--- config.mk ---
export PLATFORM = sky130hd
export DESIGN_NAME = mag_sched
export DESIGN_NICKNAME = d
export VERILOG_FILES = /design/src/rtl/mag_sched.sv
export SDC_FILE = /design/constraint.sdc
export NUM_CORES = 1
export LEC_CHECK = 0
export ABC_AREA = 1
export BUFFER_PORTS_ARGS = -buffer_cell sky130_fd_sc_hd__buf_2
export CAP_MARGIN = 20
export CORE_MARGIN = 4
export CORE_UTILIZATION = 25
export DETAILED_ROUTE_END_ITERATION = 8
export GPL_ROUTABILITY_DRIVEN = 0
export PLACE_DENSITY = 0.4
export SETUP_SLACK_MARGIN = 0.05
export SLEW_MARGIN = 40
export SYNTH_ARGS = -nofsm -noshare
export SYNTH_HDL_FRONTEND = slang
export SYNTH_SLANG_ARGS = --single-unit
export TNS_END_PERCENT = 20
--- constraint.sdc ---
create_clock -name clk -period 1.7 [get_ports clk]
set_clock_uncertainty 0.2 [all_clocks]
set_input_delay 0.17 -clock clk [delete_from_list [all_inputs] [get_ports clk]]
set_output_delay 0.17 -clock clk [all_outputs]
set_load 0.005 [all_outputs]
--- src/rtl/mag_sched.sv ---
module mag_sched #(
  parameter int unsigned P_R0 = 200,
  parameter int unsigned P_R1 = 100,
  parameter int unsigned P_R2 = 50,
  parameter int unsigned P_R3 = 20,
  parameter int unsigned P_R4 = 10,
  parameter int unsigned P_R5 = 5,
  parameter int unsigned P_R6 = 2
) (
  input  logic       clk,
  input  logic       rst_n,
  input  logic [1:0] mode_code,
  input  logic [2:0] rate_code,
  input  logic       mode_wr,
  input  logic       cfg_wr,
  input  logic       seq_done,
  input  logic       tick,
  output logic       seq_start,
  output logic       mode_upd,
  output logic [1:0] mode_upd_val,
  output logic       pwr_down
);

  function automatic int unsigned mx(input int unsigned a, input int unsigned b);
    return (a > b) ? a : b;
  endfunction

  localparam int unsigned PMAX = mx(mx(mx(P_R0, P_R1), mx(P_R2, P_R3)), mx(mx(P_R4, P_R5), P_R6));
  localparam int CW = $clog2(2 * PMAX + 1);
  localparam logic [1:0] IDLE_CODE = 2'b11;

  function automatic logic [CW-1:0] period(input logic [2:0] rc);
    case (rc)
      3'd0:    return CW'(P_R0);
      3'd1:    return CW'(P_R1);
      3'd2:    return CW'(P_R2);
      3'd3:    return CW'(P_R3);
      3'd4:    return CW'(P_R4);
      3'd5:    return CW'(P_R5);
      default: return CW'(P_R6);
    endcase
  endfunction

  logic          busy, armed, pend, single_run;
  logic [CW-1:0] cnt;

  wire [CW-1:0] per_sel   = period(rate_code);
  wire          wr        = mode_wr | cfg_wr;
  wire          is_cont   = (mode_code == 2'b00);
  wire          is_single = (mode_code == 2'b01);
  wire          fire_s    = (armed | mode_wr) & is_single & ~busy;
  wire          fire_c    = pend & ~wr & is_cont & ~busy;
  wire          fire      = fire_s | fire_c;
  wire          due       = tick & is_cont & ~wr & (cnt <= CW'(1));

  assign mode_upd_val = IDLE_CODE;
  assign pwr_down     = mode_code[1] & ~busy;

  always_ff @(posedge clk or negedge rst_n) begin
    if (!rst_n) begin
      busy       <= 1'b0;
      armed      <= 1'b1;
      pend       <= 1'b0;
      single_run <= 1'b0;
      seq_start  <= 1'b0;
      mode_upd   <= 1'b0;
      cnt        <= CW'(2 * P_R4);
    end else begin
      seq_start <= fire;
      mode_upd  <= seq_done & busy & single_run & ~mode_wr;

      if (fire)          busy <= 1'b1;
      else if (seq_done) busy <= 1'b0;

      if (fire_s)       armed <= 1'b0;
      else if (mode_wr) armed <= 1'b1;

      if (fire_s)                   single_run <= 1'b1;
      else if (seq_done | mode_wr)  single_run <= 1'b0;

      if (wr)          pend <= 1'b0;
      else if (due)    pend <= 1'b1;
      else if (fire_c) pend <= 1'b0;

      if (wr)                  cnt <= per_sel << 1;
      else if (tick & is_cont) cnt <= (cnt <= CW'(1)) ? per_sel : cnt - CW'(1);
    end
  end

endmodule


Word-level counts from Yosys, hierarchy flattened --
Cells that the tools add are included. Widths: inputs -> output; s select.
Word-level totals: flip-flop bits (word level) 15, input bits 11, output and inout bits 5, logic and storage cells 54
Cells by class: add/subtract/negate cells 1, magnitude comparators 1, equality and inequality tests 6, multiplexer cells 13, bitwise operators 19, reduce and logical (&&, ||, !) cells 7
Operator list (count):
- $pmux 8 s6 | 1
- $mux 9 | 3
- $and 1x1->1 | 12
- $le 9x1->1 const B | 1
- $mux 1 | 9
- $sub 9x1->9 const B | 1
- $reduce_bool 2->1 | 4
- $eq 3x2->1 const B | 2
- $eq 3x3->1 const B | 2
- $or 1x1->1 | 4
- $eq 3x1->1 const B | 1
- $logic_not 3->1 | 1
- $not 1->1 | 3
- $reduce_bool 3->1 | 1
- $eq 2x1->1 const B | 1
- $logic_not 2->1 | 1

Logic depth before layout (Yosys ltp) --
depth in word-level cells 8, mapped depth 10, depth with buffers taken out 9

Worst setup path after synthesis --
No wires, ideal clock.
path kind register -> register, start reg cnt[2], end reg cnt[5], library setup time 0.116 ns, arrival 1.146 ns, data required time 1.384 ns, slack 0.238 ns, cell stages (with the launch flop) 9, path buffers 1, clock period less this slack 1.462 ns, cells stage by stage dfstp_2 > nor2_1 > nand2_1 > nand2_2 > nand2_2 > buf_6 > nand3_1 > nand2_1 > nand2_1
Between the ends: cells in the longest elaborated chain, start to end 4, elaborated cells on any way between the ends 5, classes of those cells add/sub: 1; order compare: 1; mux: 3
Ends and longest elaborated chain:
- start, declared | line 45 | logic [CW-1:0] cnt;
- start signal, assigned | line 67 | cnt <= CW'(2 * P_R4);
- start signal, assigned | line 85 | if (wr) cnt <= per_sel << 1;
- start signal, assigned | line 86 | else if (tick & is_cont) cnt <= (cnt <= CW'(1)) ? per_sel : cnt - CW'(1);
- $sub 9x1->9 or $le 9x1->1 (tied branches) | line 86
- $mux 9 * (2 in series) | line 86
- $mux 9 * | line 85
Mark *: on every way between the ends. The rest lies on a longest branch, timed or not. The select of a mux whose other input is x is not followed. A chain may end at the register's enable or synchronous reset.

Worst setup path after layout --
start reg cnt[0], end reg cnt[8]
The elaborated chain is that of the path after synthesis.

==> summary.md <==
| Metric | Value |
|---|---|
| Max-cap violation count | `0` |
| Pwr Density | `750.8 nW/um^2` |
| Simple-gate share of the synthesized area | `39.82%` |
| Largest family of logic cells by synthesized area | `simple AND/OR/NAND/NOR gates` |
| Max Fclk | `0.6465 GHz` |
| Cells along the critical path | `inv_1 -> ha_1 -> nand2_1 -> nor2_2 -> nand2_1 -> nand2_1 -> nand2_1 -> o21ai_1` |
| Synth Area per Inst | `6.668 um^2` |
| Register-to-Register Path Depth | `8` |
| Gate Count Post-Synth | `164` |
| Root buffer cell | `clkbuf_8` |
| Synth unique cells | `23` |
| CP max stage cell | `dfrtp_1` |
| Initial DRC count | `49` |
| Worst hold path type | `in -> reg` |
| Fraction of the mapped netlist area in compound gates | `9.039%` |
| Post-synthesis register bit count | `15` |
| Crit path max fanout | `4` |
| Site Rows | `23` |
| Share of post-route cells with drive strength above 1 | `19.89%` |
| Status | `finished clean` |
| Antenna diode instance count | `0` |
| Max-slew violation count | `0` |
| Final Instance Area | `1311 um^2` |
| Worst setup path class | `reg -> reg` |
| Total Negative Setup Slacks | `0 ns` |
| Placed Area | `1221 um^2` |
| Area Growth Syn to Fin | `19.91%` |
| Crit path largest cell delay | `0.40 ns` |
| Ys Warns | `0` |
| Core area | `4115 um^2` |
| Final WL | `2829 um` |
| Layout Nets | `200` |
| Worst Path Required | `1.68 ns` |
| Cell mode on critical path | `nand2_1` |
| Die span in x | `74.14 um` |
| Area leader, netlist | `dfrtp_1` |
| Via count | `1056` |
| Grt total ovfl | `0` |
| Setup WS pre-CTS | `0.07714 ns` |
| Vias per cell | `4.475` |
| Port Buf Inserts | `13` |
| Clk_lat worst skew | `0.25 ns` |
| CTS Buf Count | `3` |
| Min Clock Period, post-route | `1.547 ns` |
| Sequential area share after synthesis | `34.67%` |
| DRC Markers | `0` |
| Clock H-tree levels | `1` |
| Leak | `0.6952 nW` |
| Overall die area | `5496 um^2` |
| Clk sink count | `15` |
| Synth Area in Adders | `2.288%` |
| Worst Path Arrival | `1.53 ns` |
| Routed Antenna Nets | `0` |
| Worst Hold Path Cells | `4` |
| Postcts setup bufs | `0` |
| Yosys top cell area share | `27.46%` |
| Starting Density | `26.57%` |
| Multiplexer area fraction after synthesis | `0%` |
| All-Layer GR Usage | `11.08%` |
| Post-Syn Area | `1094 um^2` |
| Endpoints failing setup | `0` |
| Final HPWL from detailed placement | `2191 um` |
| RSZ-0062 raised after global routing | `yes` |
| Largest net degree at the start of global routing | `16` |
| Fin crit share | `90.98%` |
| CP startpoint kind | `flop` |
| Clock-pin slew on the worst setup and hold paths | `0.07 ns` |
| Setup crit end kind | `flop` |
| Initial antenna violation count | `0` |
| Final Hold Viols | `0` |
| Boundary Pins | `16` |
| Worst vdd ir | `0.2337 mV` |
| XOR/XNOR share of the synthesized area | `0.8009%` |
| Initial DRT Pass Iterations | `4` |
| First-pass GRT wire length | `4533 um` |
| DR WL/cell | `11.99 um` |
| Clock Tree Buf Depth | `2` |
| CTS tree | `done` |
| DIE HEIGHT | `74.14 um` |
| Synth top area cells | `dfrtp_1, nand2_1, inv_1` |
| Filler instances | `456` |
| Via count of the first global-routing pass | `1004` |
| Setup ws final | `0.1533 ns` |
cells in the mapped netlist:
| master | count |
|---|---|
| inv_1 | 28 |
| dfstp_2 | 3 |
| inv_2 | 1 |
| nand4_1 | 1 |
| nand2_2 | 4 |
| o21bai_1 | 1 |
| ha_1 | 2 |
| buf_6 | 1 |
| conb_1 | 1 |
| xnor2_1 | 1 |
| o22ai_1 | 5 |
| a21oi_1 | 2 |
| nand3_1 | 19 |
| o21ai_1 | 1 |
| o21ai_0 | 9 |
| nor2_4 | 2 |
| nor2_1 | 12 |
| nor2_8 | 1 |
| dfrtp_1 | 12 |
| nand2_1 | 50 |
| nand3b_1 | 2 |
| buf_4 | 3 |
| nor2_2 | 3 |
worst paths after layout:
kind	start	endpoint	slack, ns
worst max register to register	cnt[0]$_DFFE_PN0P_	cnt[8]$_DFFE_PN0P_	0.15
worst max-delay path	cnt[0]$_DFFE_PN0P_	cnt[8]$_DFFE_PN0P_	0.15
worst min-delay path	mode_wr	mode_upd$_DFF_PN0_	0.02
worst min register to register	single_run$_DFFE_PN0P_	mode_upd$_DFF_PN0_	0.31
max in group asynchronous	rst_n	cnt[2]$_DFFE_PN1P_	0.82
min in group asynchronous	rst_n	cnt[7]$_DFFE_PN0P_	0.16
power by group:
group | total (mW) | internal [mW] | switching (mW)
combinational | 0.275 | 0.0979 | 0.177
sequential | 0.410 | 0.391 | 0.0192
clock | 0.300 | 0.163 | 0.137
stage by stage:
step	std cells	power (mW)	util (%)	hold slack (ns)
after global placement	228	0.6746	29.67	-0.08853
after detailed placement	228	0.6745	29.67	-0.08613
after CTS	235	0.9865	31.53	0.02198
after floorplan	165	0.5989	-	-0.3256
final	236	0.9845	31.86	0.02320
after global routing	236	1.050	31.86	0.06701
area by class of cell:
| class | count | area, um^2 | share of cell area (%) |
|---|---|---|---|
| timing repair buffer | 20 | 125.1 | 9.542 |
| multi-input combinational | 118 | 589.3 | 44.94 |
| tap | 50 | 62.56 | 4.771 |
| inverter | 29 | 108.9 | 8.301 |
| clock inverter | 1 | 5.005 | 0.3817 |
| sequential | 15 | 379.1 | 28.91 |
| clock buffer | 3 | 41.29 | 3.149 |
critical path: cells and delay by family (launching register included):
| family | cells | cell delay [ns] |
|---|---|---|
| flops | 1 | 0.40 |
| fa+ha+maj | 1 | 0.18 |
| simple gates | 5 | 0.46 |
| buf+inv | 1 | 0.12 |
| compound gates | 1 | 0.12 |
placed cells by master (no fill, tap or decap), drive strengths merged, types with 2 or more instances in the layout:
cell type	instances
nand3b	2
conb	2
nand3	19
o21ai	10
nand2	55
dlygate4sd3	3
buf	17
dfrtp	12
ha	2
inv	29
a21oi	2
nor2	18
clkbuf	3
o22ai	5
dfstp	3
what timing repair did:
item,in CTS,in global routing
setup endpoints to repair,0,9
resized for setup,0,2
hold endpoints to repair,19,0
hold buffers,3,0
sequential cells by signal, summed over array words and instances, names as in the netlist:
name	cells
armed	1
cnt	9
mode_upd	1
seq_start	1
busy	1
single_run	1
pend	1
per-layer routing:
metal / wire length [um] / global-route usage [%] / vias to the layer above
met1: 1340 / 13.83 / 475
met2: 1319 / 17.91 / 25
met5: 0 / 0 / -
met3: 127 / 2.838 / 4
li1: - / - / 552
met4: 42 / 5.030 / 0
logic make-up after synthesis:
group	after synthesis
other cells	1
flops	15
xor+xnor	1
buf+inv	33
simple gates	94
compound gates	18
fa+ha+maj	2
Note: power is estimated with default switching activity, not from simulation.
